===== config.mk =====
export PLATFORM = sky130hd
export DESIGN_NAME = wdt_toggle_watchdog
export DESIGN_NICKNAME = d
export VERILOG_FILES = /design/src/rtl/wdt_pkg.sv /design/src/rtl/wdt_prescaler.sv /design/src/rtl/wdt_kick_detect.sv /design/src/rtl/wdt_countdown.sv /design/src/rtl/wdt_pulse.sv /design/src/rtl/wdt_regs.sv /design/src/rtl/wdt_toggle_watchdog.sv
export SDC_FILE = /design/constraint.sdc
export NUM_CORES = 1
export LEC_CHECK = 0
export BUFFER_PORTS_ARGS = -buffer_cell sky130_fd_sc_hd__buf_4
export CAP_MARGIN = 40
export CORE_MARGIN = 4
export CORE_UTILIZATION = 45
export CTS_BUF_LIST = sky130_fd_sc_hd__clkbuf_8 sky130_fd_sc_hd__clkbuf_16
export DETAILED_ROUTE_END_ITERATION = 12
export PLACE_DENSITY = 0.66
export SLEW_MARGIN = 20
export SYNTH_ARGS = -nofsm -noshare
export SYNTH_HDL_FRONTEND = slang
export SYNTH_SLANG_ARGS = --single-unit

===== constraint.sdc =====
create_clock -name clk -period 2.33 [get_ports clk]
set_input_delay 0.466 -clock clk [delete_from_list [all_inputs] [get_ports clk]]
set_output_delay 0.466 -clock clk [all_outputs]
set_load 0.03 [all_outputs]

===== src/rtl/wdt_pkg.sv =====
// Package: shared constants for the toggle-kicked watchdog.
// Assumes an 8-bit control register; the field positions below are the
// software-visible layout.
package wdt_pkg;
    localparam int REG_W    = 8;
    localparam int MASK_BIT = 0;   // overflow does not reset when set
    localparam int CLR_BIT  = 1;   // write 1 clears the interval flag
    localparam int KICK_BIT = 5;   // any level change is a refresh
    localparam int FLAG_BIT = 7;   // read-only interval flag
    // Bits held in the control register (mask, kick and spare bits).
    localparam logic [REG_W-1:0] STORE_MASK =
        ~((REG_W'(1) << CLR_BIT) | (REG_W'(1) << FLAG_BIT));
endpackage


===== src/rtl/wdt_prescaler.sv =====
// Module: tick prescaler.
// Produces a one-clock tick every DIV clocks. 'clear' restarts the
// division and suppresses the tick in that cycle.
// Assumes DIV >= 1.
module wdt_prescaler #(
    parameter int DIV = 16
) (
    input  logic clk,
    input  logic rst_n,
    input  logic clear,
    output logic tick
);
    localparam int PW = (DIV > 1) ? $clog2(DIV) : 1;

    generate
        if (DIV == 1) begin : g_direct
            // Every clock is a tick unless cleared.
            assign tick = !clear;
        end else begin : g_div
            logic [PW-1:0] div_q;

            // Divider counter: wraps on tick, restarts on clear.
            always_ff @(posedge clk) begin
                if (!rst_n) begin
                    div_q <= '0;
                end else if (clear || tick) begin
                    div_q <= '0;
                end else begin
                    div_q <= div_q + 1'b1;
                end
            end

            assign tick = !clear && (div_q == PW'(DIV - 1));

            // the divider never leaves its range.
            a_r2_div_range: assert property (@(posedge clk) disable iff (!rst_n)
                div_q <= PW'(DIV - 1));
            // a clear restarts the division.
            a_r4_clear_restart: assert property (@(posedge clk) disable iff (!rst_n)
                clear |=> (div_q == '0));
        end
    endgenerate
endmodule


===== src/rtl/wdt_kick_detect.sv =====
// Module: refresh detector.
// Flags a refresh in any cycle where the kick level differs from its
// value one clock earlier, whether it rose or fell.
// Assumes the kick level resets to 0.
module wdt_kick_detect (
    input  logic clk,
    input  logic rst_n,
    input  logic kick_level,
    output logic refresh
);
    logic prev_q;

    // Delay the kick level by one clock for comparison.
    always_ff @(posedge clk) begin
        if (!rst_n) begin
            prev_q <= 1'b0;
        end else begin
            prev_q <= kick_level;
        end
    end

    assign refresh = kick_level ^ prev_q;

    // a steady kick level never produces a refresh.
    a_r5_steady_no_refresh: assert property (@(posedge clk) disable iff (!rst_n)
        $stable(kick_level) |-> !refresh);
    // a change in either direction produces a refresh.
    a_r4_change_refresh: assert property (@(posedge clk) disable iff (!rst_n)
        !$stable(kick_level) |-> refresh);
endmodule


===== src/rtl/wdt_countdown.sv =====
// Module: fixed-modulus down-counter.
// Counts down one step per tick from all-ones. 'ovf' pulses on the tick
// seen at zero, and the counter then reloads to all-ones. 'reload' has
// priority over a tick.
// Assumes the caller gates tick off in reload cycles.
module wdt_countdown #(
    parameter int CNT_W = 10
) (
    input  logic clk,
    input  logic rst_n,
    input  logic tick,
    input  logic reload,
    output logic ovf
);
    localparam logic [CNT_W-1:0] TOP = '1;

    logic [CNT_W-1:0] cnt_q;

    // Count state: reload wins, otherwise step down or wrap on tick.
    always_ff @(posedge clk) begin
        if (!rst_n) begin
            cnt_q <= TOP;
        end else if (reload) begin
            cnt_q <= TOP;
        end else if (tick) begin
            cnt_q <= (cnt_q == '0) ? TOP : cnt_q - 1'b1;
        end
    end

    assign ovf = tick && (cnt_q == '0);

    // a reload leaves the counter at its top value.
    a_r4_reload_top: assert property (@(posedge clk) disable iff (!rst_n)
        reload |=> (cnt_q == TOP));
    // a tick above zero steps down by exactly one.
    a_r2_step_down: assert property (@(posedge clk) disable iff (!rst_n)
        (tick && !reload && cnt_q != '0) |=> (cnt_q == $past(cnt_q) - 1'b1));
    // an overflow restarts the period from the top.
    a_r9_wrap_top: assert property (@(posedge clk) disable iff (!rst_n)
        (ovf && !reload) |=> (cnt_q == TOP));
    // no overflow is reported in a reload cycle.
    a_r11_reload_no_ovf: assert property (@(posedge clk) disable iff (!rst_n)
        reload |-> !ovf);
endmodule


===== src/rtl/wdt_pulse.sv =====
// Module: reset pulse stretcher.
// Starts a LEN-clock pulse on 'fire'.
// Assumes 'fire' does not arrive while a pulse is running.
module wdt_pulse #(
    parameter int LEN = 8
) (
    input  logic clk,
    input  logic rst_n,
    input  logic fire,
    output logic active
);
    localparam int LW = $clog2(LEN + 1);

    logic [LW-1:0] left_q;

    // Remaining pulse length: loaded on fire, counts down to zero.
    always_ff @(posedge clk) begin
        if (!rst_n) begin
            left_q <= '0;
        end else if (fire) begin
            left_q <= LW'(LEN);
        end else if (left_q != '0) begin
            left_q <= left_q - 1'b1;
        end
    end

    assign active = (left_q != '0);

    // a fire raises the pulse on the next clock.
    a_r3_fire_starts: assert property (@(posedge clk) disable iff (!rst_n)
        fire |=> active);
    // the pulse drops right after its last cycle.
    a_r3_last_cycle: assert property (@(posedge clk) disable iff (!rst_n)
        (left_q == LW'(1) && !fire) |=> !active);
endmodule


===== src/rtl/wdt_regs.sv =====
// Module: control register and sticky interval flag.
// Holds the mask, kick and spare bits written by software. Keeps the flag
// that masked overflows set and that a write with the clear bit resets;
// a set in the same cycle as a clear wins.
module wdt_regs
    import wdt_pkg::*;
(
    input  logic             clk,
    input  logic             rst_n,
    input  logic             wr,
    input  logic [REG_W-1:0] wdata,
    input  logic             ovf,
    output logic             mask,
    output logic             kick,
    output logic [REG_W-1:0] rdata
);
    logic [REG_W-1:0] ctl_q;
    logic             flag_q;

    // Control bits: take the written value, minus the strobe and flag bits.
    always_ff @(posedge clk) begin
        if (!rst_n) begin
            ctl_q <= '0;
        end else if (wr) begin
            ctl_q <= wdata & STORE_MASK;
        end
    end

    // Sticky flag: set by a masked overflow, cleared by a write with bit 1 set.
    always_ff @(posedge clk) begin
        if (!rst_n) begin
            flag_q <= 1'b0;
        end else if (ovf && mask) begin
            flag_q <= 1'b1;
        end else if (wr && wdata[CLR_BIT]) begin
            flag_q <= 1'b0;
        end
    end

    assign mask = ctl_q[MASK_BIT];
    assign kick = ctl_q[KICK_BIT];

    // Read path: stored bits with the flag merged in.
    always_comb begin
        rdata           = ctl_q & STORE_MASK;
        rdata[FLAG_BIT] = flag_q;
    end

    // a masked overflow sets the flag.
    a_r6_flag_set: assert property (@(posedge clk) disable iff (!rst_n)
        (ovf && mask) |=> flag_q);
    // without a clearing write, a set flag stays set.
    a_r7_flag_sticky: assert property (@(posedge clk) disable iff (!rst_n)
        (flag_q && !(wr && wdata[CLR_BIT])) |=> flag_q);
    // an unmasked overflow does not set the flag.
    a_r6_unmasked_no_flag: assert property (@(posedge clk) disable iff (!rst_n)
        (!flag_q && ovf && !mask) |=> !flag_q);
endmodule


===== src/rtl/wdt_toggle_watchdog.sv =====
// Module: toggle-kicked watchdog (top).
// Prescaler ticks drive a CNT_W-bit down-counter. A change of the kick bit
// reloads the counter and the prescaler. An overflow either fires a RST_LEN
// reset pulse or, when masked, sets a poll flag. While the pulse runs, the
// counter and prescaler are held at their start values.
// Assumes one clock domain and software access through a write strobe.
module wdt_toggle_watchdog
    import wdt_pkg::*;
#(
    parameter int CNT_W    = 10,
    parameter int PRESCALE = 16,
    parameter int RST_LEN  = 8
) (
    input  logic             clk,
    input  logic             rst_n,
    input  logic             reg_wr,
    input  logic [REG_W-1:0] reg_wdata,
    output logic [REG_W-1:0] reg_rdata,
    output logic             wd_rst
);
    logic mask, kick, refresh, hold, restart, tick, ovf, fire;

    wdt_regs u_regs (
        .clk   (clk),
        .rst_n (rst_n),
        .wr    (reg_wr),
        .wdata (reg_wdata),
        .ovf   (ovf),
        .mask  (mask),
        .kick  (kick),
        .rdata (reg_rdata)
    );

    wdt_kick_detect u_kick (
        .clk        (clk),
        .rst_n      (rst_n),
        .kick_level (kick),
        .refresh    (refresh)
    );

    // The counter restarts on a refresh and is held while a pulse runs.
    assign hold    = wd_rst;
    assign restart = refresh || hold;

    wdt_prescaler #(.DIV(PRESCALE)) u_presc (
        .clk   (clk),
        .rst_n (rst_n),
        .clear (restart),
        .tick  (tick)
    );

    wdt_countdown #(.CNT_W(CNT_W)) u_count (
        .clk    (clk),
        .rst_n  (rst_n),
        .tick   (tick),
        .reload (restart),
        .ovf    (ovf)
    );

    assign fire = ovf && !mask;

    wdt_pulse #(.LEN(RST_LEN)) u_pulse (
        .clk    (clk),
        .rst_n  (rst_n),
        .fire   (fire),
        .active (wd_rst)
    );

    // a masked overflow never raises the reset output.
    a_r6_masked_quiet: assert property (@(posedge clk) disable iff (!rst_n)
        (ovf && mask) |=> !wd_rst);
    // an unmasked overflow raises the reset output.
    a_r2_overflow_resets: assert property (@(posedge clk) disable iff (!rst_n)
        (ovf && !mask) |=> wd_rst);
    // no overflow while a pulse is running.
    a_r9_no_ovf_in_pulse: assert property (@(posedge clk) disable iff (!rst_n)
        wd_rst |-> !ovf);
endmodule


# Word level (Yosys, flattened, before mapping)
# Cells that the tools add are included.
# classes
addsub	3
eq_ne	1
n_mux	5
bitwise	2
n_reduce_logical	16
# ops
operator	n
zero test 10 bit	1
two-way mux 10 bit	1
subtractor 10 x 1 -> 10 bit, second input constant	1
two-way mux 4 bit	2
OR reduction 2 bit	3
logical AND 1 bit	5
adder 4 x 1 -> 4 bit, second input constant	1
equality test 4 bit, second input constant	1
nonzero test 2 bit	2
nonzero test 4 bit	1
subtractor 4 x 1 -> 4 bit, second input constant	1
zero test 1 bit	2
logical OR 1 bit	2
two-way mux 1 bit	2
inverter 1 bit	1
bitwise XOR 1 bit	1
# totals
register_bits	26
inputBits	11
out_inout_bits	9
word_cells	34

# Longest topological paths before layout
# Gate-level depths: netlist of the first run.
# logic_depth
word_depth	7
ltp_mapped	7
depth_no_buf	6

# By module
# A second synthesis of the first run with hierarchy kept.
# hier_totals
hier_cells	129
area_unflattened_um2	1234.9
# modules_own_cells
module	instances	cells_each	area_per_inst_um2	seq_area_each_um2
wdt_countdown	1	58	515.5	200.2
wdt_regs	1	28	304.0	140.1
wdt_pulse	1	22	205.2	80.1
wdt_prescaler	1	16	161.4	80.1
wdt_kick_detect	1	3	36.3	20.0
wdt_toggle_watchdog	1	2	12.5	0.0

# Worst setup path before layout of the first run
# OpenSTA, ideal clock, no wires.
# synth_path
kind	register to register
from	reg u_pulse.left_q[0]
to	reg u_count.cnt_q[6]
setup_time_ns	0.143
t_arrival_ns	1.505
setup_slack_ns	0.681
stages_incl_launch_ff	8
path_buffers	1
period_less_slack_ns	1.649
path_cell_list	dfxtp_1 -> inv_1 -> ha_1 -> nor3b_1 -> buf_4 -> nand3_1 -> nor2_4 -> o311ai_0
# synth_between
elab_chain_cells	4
elab_cells_between_ends	5
# synth_lines
item	line	source
from (decl)	wdt_pulse.sv:14	logic [LW-1:0] left_q;
from (signal assigned)	wdt_pulse.sv:21	left_q <= LW'(LEN);
from (signal assigned)	wdt_pulse.sv:23	left_q <= left_q - 1'b1;
nonzero test 4 bit (*)	wdt_pulse.sv:27	assign active = (left_q != '0);
logical OR 1 bit (*)	wdt_toggle_watchdog.sv:43	assign restart = refresh || hold;
zero test 1 bit	wdt_prescaler.sv:33	assign tick = !clear && (div_q == PW'(DIV - 1));
logical AND 1 bit	wdt_prescaler.sv:33	
to (signal assigned)	wdt_countdown.sv:26	cnt_q <= (cnt_q == '0) ? TOP : cnt_q - 1'b1;
to (decl)	wdt_countdown.sv:17	logic [CNT_W-1:0] cnt_q;
# Mark *: on every way between the ends. The rest lies on a longest branch, timed or not.
# A chain may end at the register's enable or synchronous reset.

# Worst setup path in the final report of the first run
# layout_path
from	reg u_pulse.left_q[0]
to	reg u_count.cnt_q[8]
# The elaborated chain is that of the path after synthesis.

==> summary.txt, run 1 <==
Power
  • Sequential power share: 0.452
  • Combinational share of power: 0.300
  • Leak: 0.597 nW
  • Peak supply drop: 704 uV
  • Power Density: 832 nW/um^2
  • P_int: 0.788 mW
  • Sw power: 0.365 mW
  • Sw frac: 0.316
  • Clock power share: 0.249

Synthesis
  • Mapped Cells: 128
  • YS warnings: 0
  • Synthesized area: 1220 um^2
  • Main flop type after synthesis: dfxtp_1
  • Most common cell in the synthesized netlist: dfxtp_1
  • Area contributors post-synth: dfxtp_1 (43%), mux2i_1 (4.9%), ha_1 (4.1%)
  • Post-synth EDFFs: 0
  • Share of the synthesized area in the top cell type: 0.427
  • Syn avg cell area: 9.52 um^2
  • Post-synth top cells: dfxtp_1 (26), nand2_1 (10), and3_1 (7)
  • Yosys cell types: 37
  • Synth Register Bits: 26
  • Async set-or-reset flop fraction in the synthesized netlist: 0
  • Syn nets: 143
  • Register area share after synthesis: 0.427
  • Synth area leader: dfxtp_1

Place
  • Port-buffer cells: 17
  • Placed cells: 167
  • DPL Wire Length: 1.66 mm
  • Placed cell area: 1330 um^2
  • Routability cong.: 0.834
  • Dpl ws: 0.424 ns

STA
  • Final Max Slew Viols: 0
  • Final worst setup slack: 0.373 ns
  • Max Clock Skew: 0.00190 ns
  • Hold WS: 0.458 ns
  • Tmin final: 1.96 ns
  • Unrepaired setup endpoints after global routing: false
  • Fmax: 511 MHz
  • Final hold vios: 0
  • Final setup fails: 0
  • Part of the cycle the worst path needs: 0.840
  • Setup TNS: 0 ns

Layout
  • Final std cells w/o fill: 171
  • # diodes: 0
  • Share of layout cells above drive strength 1: 0.191
  • Net count, final: 157
  • Post-route cell area: 1390 um^2
  • Area Overhead vs Synth: 13.7%

Setup path
  • Worst setup SP type: register
  • Crit. End Element: register
  • R2R Path End: u_count.cnt_q[8]
  • Crit-path max FO: 11
  • Required @ worst endpoint: 2.54 ns
  • Type of the worst setup path: reg2reg
  • R2R depth: 7
  • Reg2reg start: u_pulse.left_q[0]
  • Flop2flop setup slack: 0.37 ns
  • CP arrival: 2.17 ns

Die
  • Core Area: 2520 um^2
  • Die ar.: 3600 um^2
  • Initial Util: 0.483
  • Die H: 60.0 um
  • I/O pin total: 20
  • Die Width: 60.0 um
  • Num rows: 18

Worst hold path
  • Hold EP: u_regs.ctl_q[5]
  • Hold_sp: reg_wdata[5]
  • Hold Crit Depth: 3
  • Hold WC Path Type: in2reg

CTS
  • CTS root buf: clkbuf_8
  • Worst-path clk slew: 0.08 ns
  • Sink Count: 26
  • Num CTS Buffers: 3
  • Deepest clock path buffer count: 2
  • Hold buffers post-CTS: 0
  • Setup bufs post-CTS: 0
  • Post-CTS Resized: 0
  • CTS tree: done
  • H-tree depth: 1
  • Worst-Skew Late Latency: 0.27 ns

Drt
  • Drt total wl: 2.18 mm
  • Vias: 913
  • Drt via density: 5.34
  • Initial DRC count: 31
  • Routed wire length per instance: 12.7 um
  • Post-route DRC: 0
  • 1st-pass router iterations: 4
  • ANT nets after route: 0

Job
  • Max Cap Viol: 0

Global route
  • First-pass GRT wire length: 3.80 mm
  • Largest net degree at the start of global routing: 15
  • Initial antenna violation count: 0
  • GRT Residual Overflow: 0
  • GRT Overall Usage: 0.139
  • Vias in the first global route: 894

Status
  • Status: finished, final reports clean
## power groups by stage
stage	Combinational, mW	Sequential (mW)	Clock [mW]
floorplan	0.253	0.531	0
global placement	0.335	0.528	0
detailed placement	0.348	0.531	0
CTS	0.349	0.520	0.299
global route	0.390	0.525	0.312
finish	0.345	0.521	0.287
## final cells by class
type / instances / area [um^2]
tap: 30 / 37.5
multi-input combinational: 88 / 618
inverter: 5 / 18.8
timing repair buffer: 18 / 135
fill: 229 / 1140
sequential: 26 / 520
clock buffer: 4 / 55.1
## cells by family after synthesis
group	after synthesis	share of synthesized area
compound gates	11	0.0606
xor+xnor	8	0.0637
fa+ha+maj	4	0.0411
buf+inv	14	0.0657
flops	26	0.427
mux	6	0.0493
other cells	1	0.00308
simple gates	58	0.290
## how the worst max path moves through the flow
stage          depth (start not counted)               from          endpoint
3_3_place_gp                           7  u_pulse.left_q[0]  u_count.cnt_q[8]
3_5_place_dp                           7  u_pulse.left_q[0]  u_count.cnt_q[8]
5_1_grt                                7  u_pulse.left_q[0]  u_count.cnt_q[8]
4_1_cts                                7  u_pulse.left_q[0]  u_count.cnt_q[8]
6_report                               7  u_pulse.left_q[0]  u_count.cnt_q[8]
2_1_floorplan                          7  u_pulse.left_q[0]  u_count.cnt_q[6]
## critical path, stage by stage (launching register included)
cell	delay [ns]
dfxtp_1	0.34
inv_1	0.08
ha_1	0.17
nor3b_1	0.26
buf_4	0.23
nand4_1	0.25
or4_1	0.48
nand3_1	0.09
## state kept, by name, indices dropped and copies added (netlist names)
name / count
u_count.cnt_q: 10
u_kick.prev_q: 1
u_presc.g_div.div_q: 4
u_pulse.left_q: 4
u_regs.ctl_q: 6
u_regs.flag_q: 1
## through the flow
| step | power [mW] | utilization |
|---|---|---|
| final | 1.15 | 0.549 |
| after global routing | 1.23 | 0.549 |
| after CTS | 1.17 | 0.549 |
| after detailed placement | 0.879 | 0.527 |
| after global placement | 0.864 | 0.527 |
| after floorplan | 0.784 | - |
## layout by cell type, fill, tap and decap left out
cell type | Yosys | final
nand3_1 | 5 | 5
or3_1 | 4 | 4
nor2_1 | 3 | 3
nor4_1 | 2 | 2
nand3b_1 | 2 | 2
conb_1 | 1 | 1
nor2_4 | 1 | 1
or4_1 | 2 | 2
and3_1 | 7 | 7
nor2b_1 | 6 | 6
and4b_1 | 1 | 1
or2b_2 | 1 | 1
o211ai_1 | 2 | 2
nor3_1 | 4 | 4
ha_1 | 4 | 4
nand4_1 | 5 | 5
a21boi_0 | 1 | 1
or2_2 | 1 | 1
xnor2_1 | 3 | 3
and2_1 | 1 | 1
dfxtp_1 | 26 | 26
o21ai_0 | 3 | 3
buf_4 | 5 | 18
o31ai_1 | 2 | 2
o311ai_0 | 1 | 1
nor4_4 | 1 | 1
nand2_1 | 10 | 10
mux2i_1 | 6 | 6
a21oi_1 | 1 | 1
a21boi_1 | 1 | 1
clkbuf_8 | 0 | 4
xnor2_2 | 1 | 1
inv_1 | 5 | 5
nor3b_1 | 2 | 2
xor2_1 | 4 | 4
## layer usage
layer	global-route usage	wire (um)	vias up
met5	0	0	-
met2	0.238	1080	9
met3	0.0454	72	4
met4	0.0475	29	0
met1	0.161	996	430
li1	-	-	470
(Power assumes the default switching activity.)
==> inputs of run 2 (changes only) <==
- clock period: 2.33 -> 2 ns (I/O delays scaled with it)
==> run 2 against run 1 <==
  * Count of clock-buffer cells in the layout unchanged
  * Largest cell class unchanged
  * Sequential cell count unchanged
  * Wire length increased by 2.3%
  * Combinational power increased by 20%
  * Die area unchanged
==> summary.txt, run 2 (synthesis gave the netlist of run 1 again) <==
Global route
  • GRT Residual Overflow: 0 (unchanged)
  • First-pass GRT wire length: 3.76 mm (was 3.80 mm)
  • Largest net degree at the start of global routing: 15 (unchanged)
  • Initial antenna violation count: 0 (unchanged)
  • Vias in the first global route: 902 (was 894)
  • GRT Overall Usage: 0.135 (was 0.139)

Setup path
  • CP arrival: 1.97 ns (was 2.17 ns)
  • Crit-path max FO: 11 (unchanged)
  • Type of the worst setup path: reg2reg (unchanged)
  • Crit. End Element: register (unchanged)
  • Slowest CP cell: or4_1 (unchanged)
  • Required @ worst endpoint: 2.21 ns (was 2.54 ns)
  • Worst setup SP type: register (unchanged)
  • R2R depth: 7 (unchanged)
  • Largest stage delay on the critical path: 0.45 ns (was 0.48 ns)
  • Cell Chain, Critical Path: inv_1, ha_1, nor3b_2, buf_4, nand4_1, or4_1, nand3_1 (was inv_1, ha_1, nor3b_1, buf_4, nand4_1, or4_1, nand3_1)

CTS
  • CTS tree: done (unchanged)
  • Worst-path clk slew: 0.08 ns (about the same)
  • H-tree depth: 1 (unchanged)
  • Worst-Skew Late Latency: 0.26 ns (was 0.27 ns)
  • Sink Count: 26 (unchanged)
  • Num CTS Buffers: 3 (unchanged)
  • CTS root buf: clkbuf_8 (unchanged)
  • Deepest clock path buffer count: 2 (unchanged)
  • Hold buffers post-CTS: 0 (unchanged)

Layout
  • Largest register FFs: 10 (unchanged)
  • Commonest cells after routing, fill and taps aside: dfxtp_1 (26), buf_4 (20), nand2_1 (10) (was dfxtp_1 (26), buf_4 (18), nand2_1 (10))
  • Util after Layout: 0.557 (was 0.549)
  • Final std cells w/o fill: 173 (was 171)
  • Area Overhead vs Synth: 15.3% (was 13.7%)
  • # diodes: 0 (unchanged)
  • Net count, final: 159 (was 157)
  • Biggest register: u_count.cnt_q (unchanged)
  • Biggest regs: u_count.cnt_q (10), u_regs.ctl_q (6) (unchanged)
  • Filler Cell Count: 240 (was 229)
  • Commonest non-fill, non-tap cell in the layout: dfxtp_1 (unchanged)
  • Share of layout cells above drive strength 1: 0.210 (was 0.191)
  • Area of the multi-input gates: 623 um^2 (was 618 um^2)
  • Register area: 520 um^2 (unchanged)

Power
  • Design Power: 1.35 mW (was 1.15 mW)
  • Combinational share of power: 0.306 (was 0.300)
  • P_int: 0.931 mW (was 0.788 mW)
  • Sw frac: 0.310 (was 0.316)
  • Power Density: 960 nW/um^2 (was 832 nW/um^2)
  • Leak: 0.609 nW (was 0.597 nW)
  • Sw power: 0.418 mW (was 0.365 mW)
  • Sequential power share: 0.450 (was 0.452)
  • Peak supply drop: 881 uV (was 704 uV)
  • Clock power share: 0.244 (was 0.249)

Worst hold path
  • Hold WC Path Type: in2reg (unchanged)
  • Hold Crit Depth: 3 (unchanged)

Drt
  • ANT nets after route: 0 (unchanged)
  • Drt via density: 5.40 (was 5.34)
  • Vias: 935 (was 913)
  • Initial DRC count: 40 (was 31)
  • Routed wire length per instance: 12.9 um (was 12.7 um)
  • Drt total wl: 2.22 mm (was 2.18 mm)
  • Post-route DRC: 0 (unchanged)
  • 1st-pass router iterations: 4 (unchanged)

Die
  • Num rows: 18 (unchanged)
  • Die H: 60.0 um (unchanged)
  • Core Area: 2520 um^2 (unchanged)
  • I/O pin total: 20 (unchanged)
  • Die ar.: 3600 um^2 (unchanged)
  • Die Width: 60.0 um (unchanged)
  • Initial Util: 0.483 (unchanged)

Job
  • Max Cap Viol: 0 (unchanged)

Place
  • Dpl ws: 0.146 ns (was 0.424 ns)
  • Placed cells: 168 (was 167)
  • Routability cong.: 0.861 (was 0.834)
  • Port-buffer cells: 17 (unchanged)
  • DPL Wire Length: 1.69 mm (was 1.66 mm)

STA
  • Unrepaired setup endpoints after global routing: false (unchanged)
  • Part of the cycle the worst path needs: 0.878 (was 0.840)
  • Final Max Slew Viols: 0 (unchanged)
  • Max Clock Skew: 0.00132 ns (was 0.00190 ns)
  • Setup TNS: 0 ns (unchanged)
  • Tmin final: 1.76 ns (was 1.96 ns)
  • Final setup fails: 0 (unchanged)
  • Fmax: 570 MHz (was 511 MHz)
  • Final worst setup slack: 0.244 ns (was 0.373 ns)
  • Final hold vios: 0 (unchanged)

Status
  • Status: finished, final reports clean (unchanged)
-- run 2: changes by cell type in the layout (fill, tap and decap cells not counted), sizes merged --
cell / change
buf: +2
-- run 2: power by group through the flow --
stage          combinational (mW)  sequential, mW  clock (mW)
2_1_floorplan               0.295           0.619           0
3_3_place_gp                0.400           0.615           0
3_5_place_dp                0.413           0.618           0
4_1_cts                     0.415           0.605       0.337
5_1_grt                     0.460           0.613       0.357
6_report                    0.413           0.607       0.329
-- run 2: metal layers --
layer  part of all wire  up-vias  GRT usage  wire length, um
met3              0.037        5     0.0259               83
li1                   -      477          -                -
met4              0.013        0     0.0538               30
met5                  0        -          0                0
met1               0.45      437      0.161              995
met2               0.50       16      0.236             1110
-- run 2: metrics by stage --
| stage | hold slack, ns | instance area, um^2 |
|---|---|---|
| after floorplan | 0.429 | 1220 |
| after global placement | 0.443 | 1340 |
| after detailed placement | 0.457 | 1340 |
| after CTS | 0.388 | 1390 |
| after global routing | 0.411 | 1410 |
| final | 0.391 | 1410 |
-- run 2: final timing paths --
check        slack [ns]         startpoint               end
min reg2reg        0.46      u_regs.flag_q     u_regs.flag_q
max                0.24  u_pulse.left_q[0]  u_count.cnt_q[8]
min                0.39       reg_wdata[0]   u_regs.ctl_q[0]
max reg2reg        0.24  u_pulse.left_q[0]  u_count.cnt_q[8]
-- run 2: cell type report --
class | count | area share
tap | 30 | 0.0267
clock buffer | 4 | 0.0392
timing repair buffer | 20 | 0.107
sequential | 26 | 0.370
multi-input combinational | 88 | 0.443
inverter | 5 | 0.0134
-- run 2: repair_timing --
item	4_1_cts	5_1_grt
buffers inserted	0	1
resized for setup	0	1
endpoints found under the setup margin	0	2
-- run 2: worst max-delay path, delay by kind of cell, from the launching register on --
| family | cells | cell delay, ns |
|---|---|---|
| buffers and inverters | 2 | 0.28 |
| adder cells (fa/ha/maj) | 1 | 0.16 |
| flip-flops | 1 | 0.34 |
| AND/OR/NAND/NOR | 4 | 0.90 |
==> inputs of run 3 (changes only) <==
- CAP_MARGIN: 40 -> default
- PLACE_DENSITY: 0.66 -> 0.67
==> run 3 against run 2 <==
  * Utilization is 0.55 points lower
  * First-iteration DRC count is 35% lower
  * Fmax is 3.4% lower
  * Critical endpoint unchanged
  * Highest routed layer unchanged
  * Die area stayed put
  * Clock skew hardly changed
  * Sequential cell count stayed put
  * Register-to-register slack worse by 0.06 ns
  * Critical path depth stayed put
==> summary.txt, run 3 (synthesis gave the netlist of run 1 again) <==
Setup path
  • Delay-heaviest family, CP: simple AND/OR/NAND/NOR gates (unchanged)
  • Worst setup SP type: register (unchanged)
  • Cell Chain, Critical Path: inv_1, ha_1, nor3b_2, buf_4, nand4_1, or4_1, nand3_1 (unchanged)
  • Required @ worst endpoint: 2.21 ns (about the same)
  • Crit-path max FO: 11 (unchanged)
  • Type of the worst setup path: reg2reg (unchanged)
  • CP arrival: 2.03 ns (was 1.97 ns)
  • Crit. End Element: register (unchanged)
  • Buf/Inv on CP: 2 (unchanged)
  • Slowest CP cell: or4_1 (unchanged)
  • Largest stage delay on the critical path: 0.46 ns (was 0.45 ns)

STA
  • Final hold vios: 0 (unchanged)
  • Final Max Slew Viols: 0 (unchanged)
  • Max Clock Skew: 0.00170 ns (was 0.00132 ns)
  • Hold WS: 0.394 ns (was 0.391 ns)
  • Fmax: 550 MHz (was 570 MHz)
  • Unrepaired setup endpoints after global routing: false (unchanged)
  • Tmin final: 1.82 ns (was 1.76 ns)
  • Final setup fails: 0 (unchanged)
  • Setup TNS: 0 ns (unchanged)
  • Part of the cycle the worst path needs: 0.909 (was 0.878)

Job
  • Max Cap Viol: 0 (unchanged)

Place
  • Routability cong.: 0.872 (was 0.861)
  • DPL Wire Length: 1.63 mm (was 1.69 mm)
  • Port-buffer cells: 17 (unchanged)

CTS
  • Worst-path clk slew: 0.08 ns (about the same)
  • H-tree depth: 1 (unchanged)
  • CTS tree: done (unchanged)
  • Worst-Skew Late Latency: 0.26 ns (about the same)
  • Setup bufs post-CTS: 0 (unchanged)
  • Post-CTS Resized: 0 (unchanged)
  • Sink Count: 26 (unchanged)
  • Hold buffers post-CTS: 0 (unchanged)
  • Num CTS Buffers: 3 (unchanged)
  • CTS root buf: clkbuf_8 (unchanged)
  • Deepest clock path buffer count: 2 (unchanged)

Layout
  • Filler Cell Count: 235 (was 240)
  • Commonest cells after routing, fill and taps aside: dfxtp_1 (26), buf_4 (20), nand2_1 (10) (unchanged)
  • Util after Layout: 0.552 (was 0.557)
  • # diodes: 0 (unchanged)
  • Net count, final: 159 (unchanged)
  • Area Overhead vs Synth: 14.2% (was 15.3%)
  • Biggest register: u_count.cnt_q (unchanged)
  • Share of layout cells above drive strength 1: 0.204 (was 0.210)
  • Biggest regs: u_count.cnt_q (10), u_regs.ctl_q (6) (unchanged)
  • Commonest non-fill, non-tap cell in the layout: dfxtp_1 (unchanged)
  • Largest register FFs: 10 (unchanged)

Die
  • Die H: 60.0 um (unchanged)
  • Die Width: 60.0 um (unchanged)
  • Num rows: 18 (unchanged)
  • Core Area: 2520 um^2 (unchanged)
  • Die ar.: 3600 um^2 (unchanged)
  • I/O pin total: 20 (unchanged)
  • Initial Util: 0.483 (unchanged)

Global route
  • Initial antenna violation count: 0 (unchanged)
  • Largest net degree at the start of global routing: 15 (unchanged)
  • First-pass GRT wire length: 3.73 mm (was 3.76 mm)
  • GRT Residual Overflow: 0 (unchanged)
  • GRT Overall Usage: 0.134 (was 0.135)
  • Vias in the first global route: 897 (was 902)

Drt
  • Vias: 900 (was 935)
  • Post-route DRC: 0 (unchanged)
  • Met1 WL: 1.00 mm (was 995 um)
  • ANT nets after route: 0 (unchanged)
  • Drt total wl: 2.19 mm (was 2.22 mm)
  • Routed wire length per instance: 12.7 um (was 12.9 um)
  • Initial DRC count: 26 (was 40)
  • Drt via density: 5.23 (was 5.40)
  • 1st-pass router iterations: 4 (unchanged)
  • Top routing layer in use: met4 (unchanged)
  • Routed met2 length: 1.08 mm (was 1.11 mm)
  • Routed met3 length: 88 um (was 83 um)

Worst hold path
  • Hold WC Path Type: in2reg (unchanged)

Power
  • Peak supply drop: 580 uV (was 881 uV)
  • Power Density: 943 nW/um^2 (was 960 nW/um^2)
  • Leak: 0.603 nW (was 0.609 nW)
  • Design Power: 1.31 mW (was 1.35 mW)

Status
  • Status: finished, final reports clean (unchanged)
[run 3: changes by cell type in the layout (fill, tap and decap cells not counted), sizes merged]
| cell | before | now |
|---|---|---|
| clkbuf | 4 | 3 |
[run 3: layout make-up]
cell class | instances | area (um^2) | area share
multi-input cells | 88 | 623 | 0.448
flip-flops and latches | 26 | 520 | 0.374
clock buffers | 3 | 41.3 | 0.0297
repair buffers | 20 | 150 | 0.108
well taps | 30 | 37.5 | 0.0270
inverters | 5 | 18.8 | 0.0135
[run 3: per-layer routing]
metal | up-vias | global-route usage
li1 | 472 | -
met1 | 410 | 0.166
met2 | 14 | 0.227
met3 | 4 | 0.0281
met4 | 0 | 0.0506
met5 | - | 0
[run 3: worst paths after layout]
check	startpoint	to	slack, ns	cells past startpoint
setup / recovery	u_pulse.left_q[0]	u_count.cnt_q[8]	0.18	7
setup reg to reg	u_pulse.left_q[0]	u_count.cnt_q[8]	0.18	7
hold reg to reg	u_regs.flag_q	u_regs.flag_q	0.47	2
hold / removal	reg_wdata[2]	u_regs.ctl_q[2]	0.39	3
[run 3: power breakdown]
part | total (mW) | switching (mW) | internal [mW]
registers | 0.608 | 0.0397 | 0.568
clock network | 0.288 | 0.153 | 0.135
logic | 0.416 | 0.230 | 0.186
total | 1.31 | 0.422 | 0.889
[run 3: worst register-to-register path: cells and delay by family (launching register included)]
kind	cells	cell delay, ns
and+or+nand+nor	4	0.96
adders and majority gates	1	0.18
buffers and inverters	2	0.28
DFF	1	0.33
[run 3: stage by stage]
| step | setup WS (ns) | cells | cell area [um^2] |
|---|---|---|---|
| 2_1_floorplan | 0.351 | 128 | 1220 |
| 3_3_place_gp | 0.209 | 169 | 1350 |
| 3_5_place_dp | 0.150 | 169 | 1350 |
| 4_1_cts | 0.124 | 172 | 1390 |
| 5_1_grt | 0.0126 | 172 | 1390 |
| 6_report | 0.183 | 172 | 1390 |
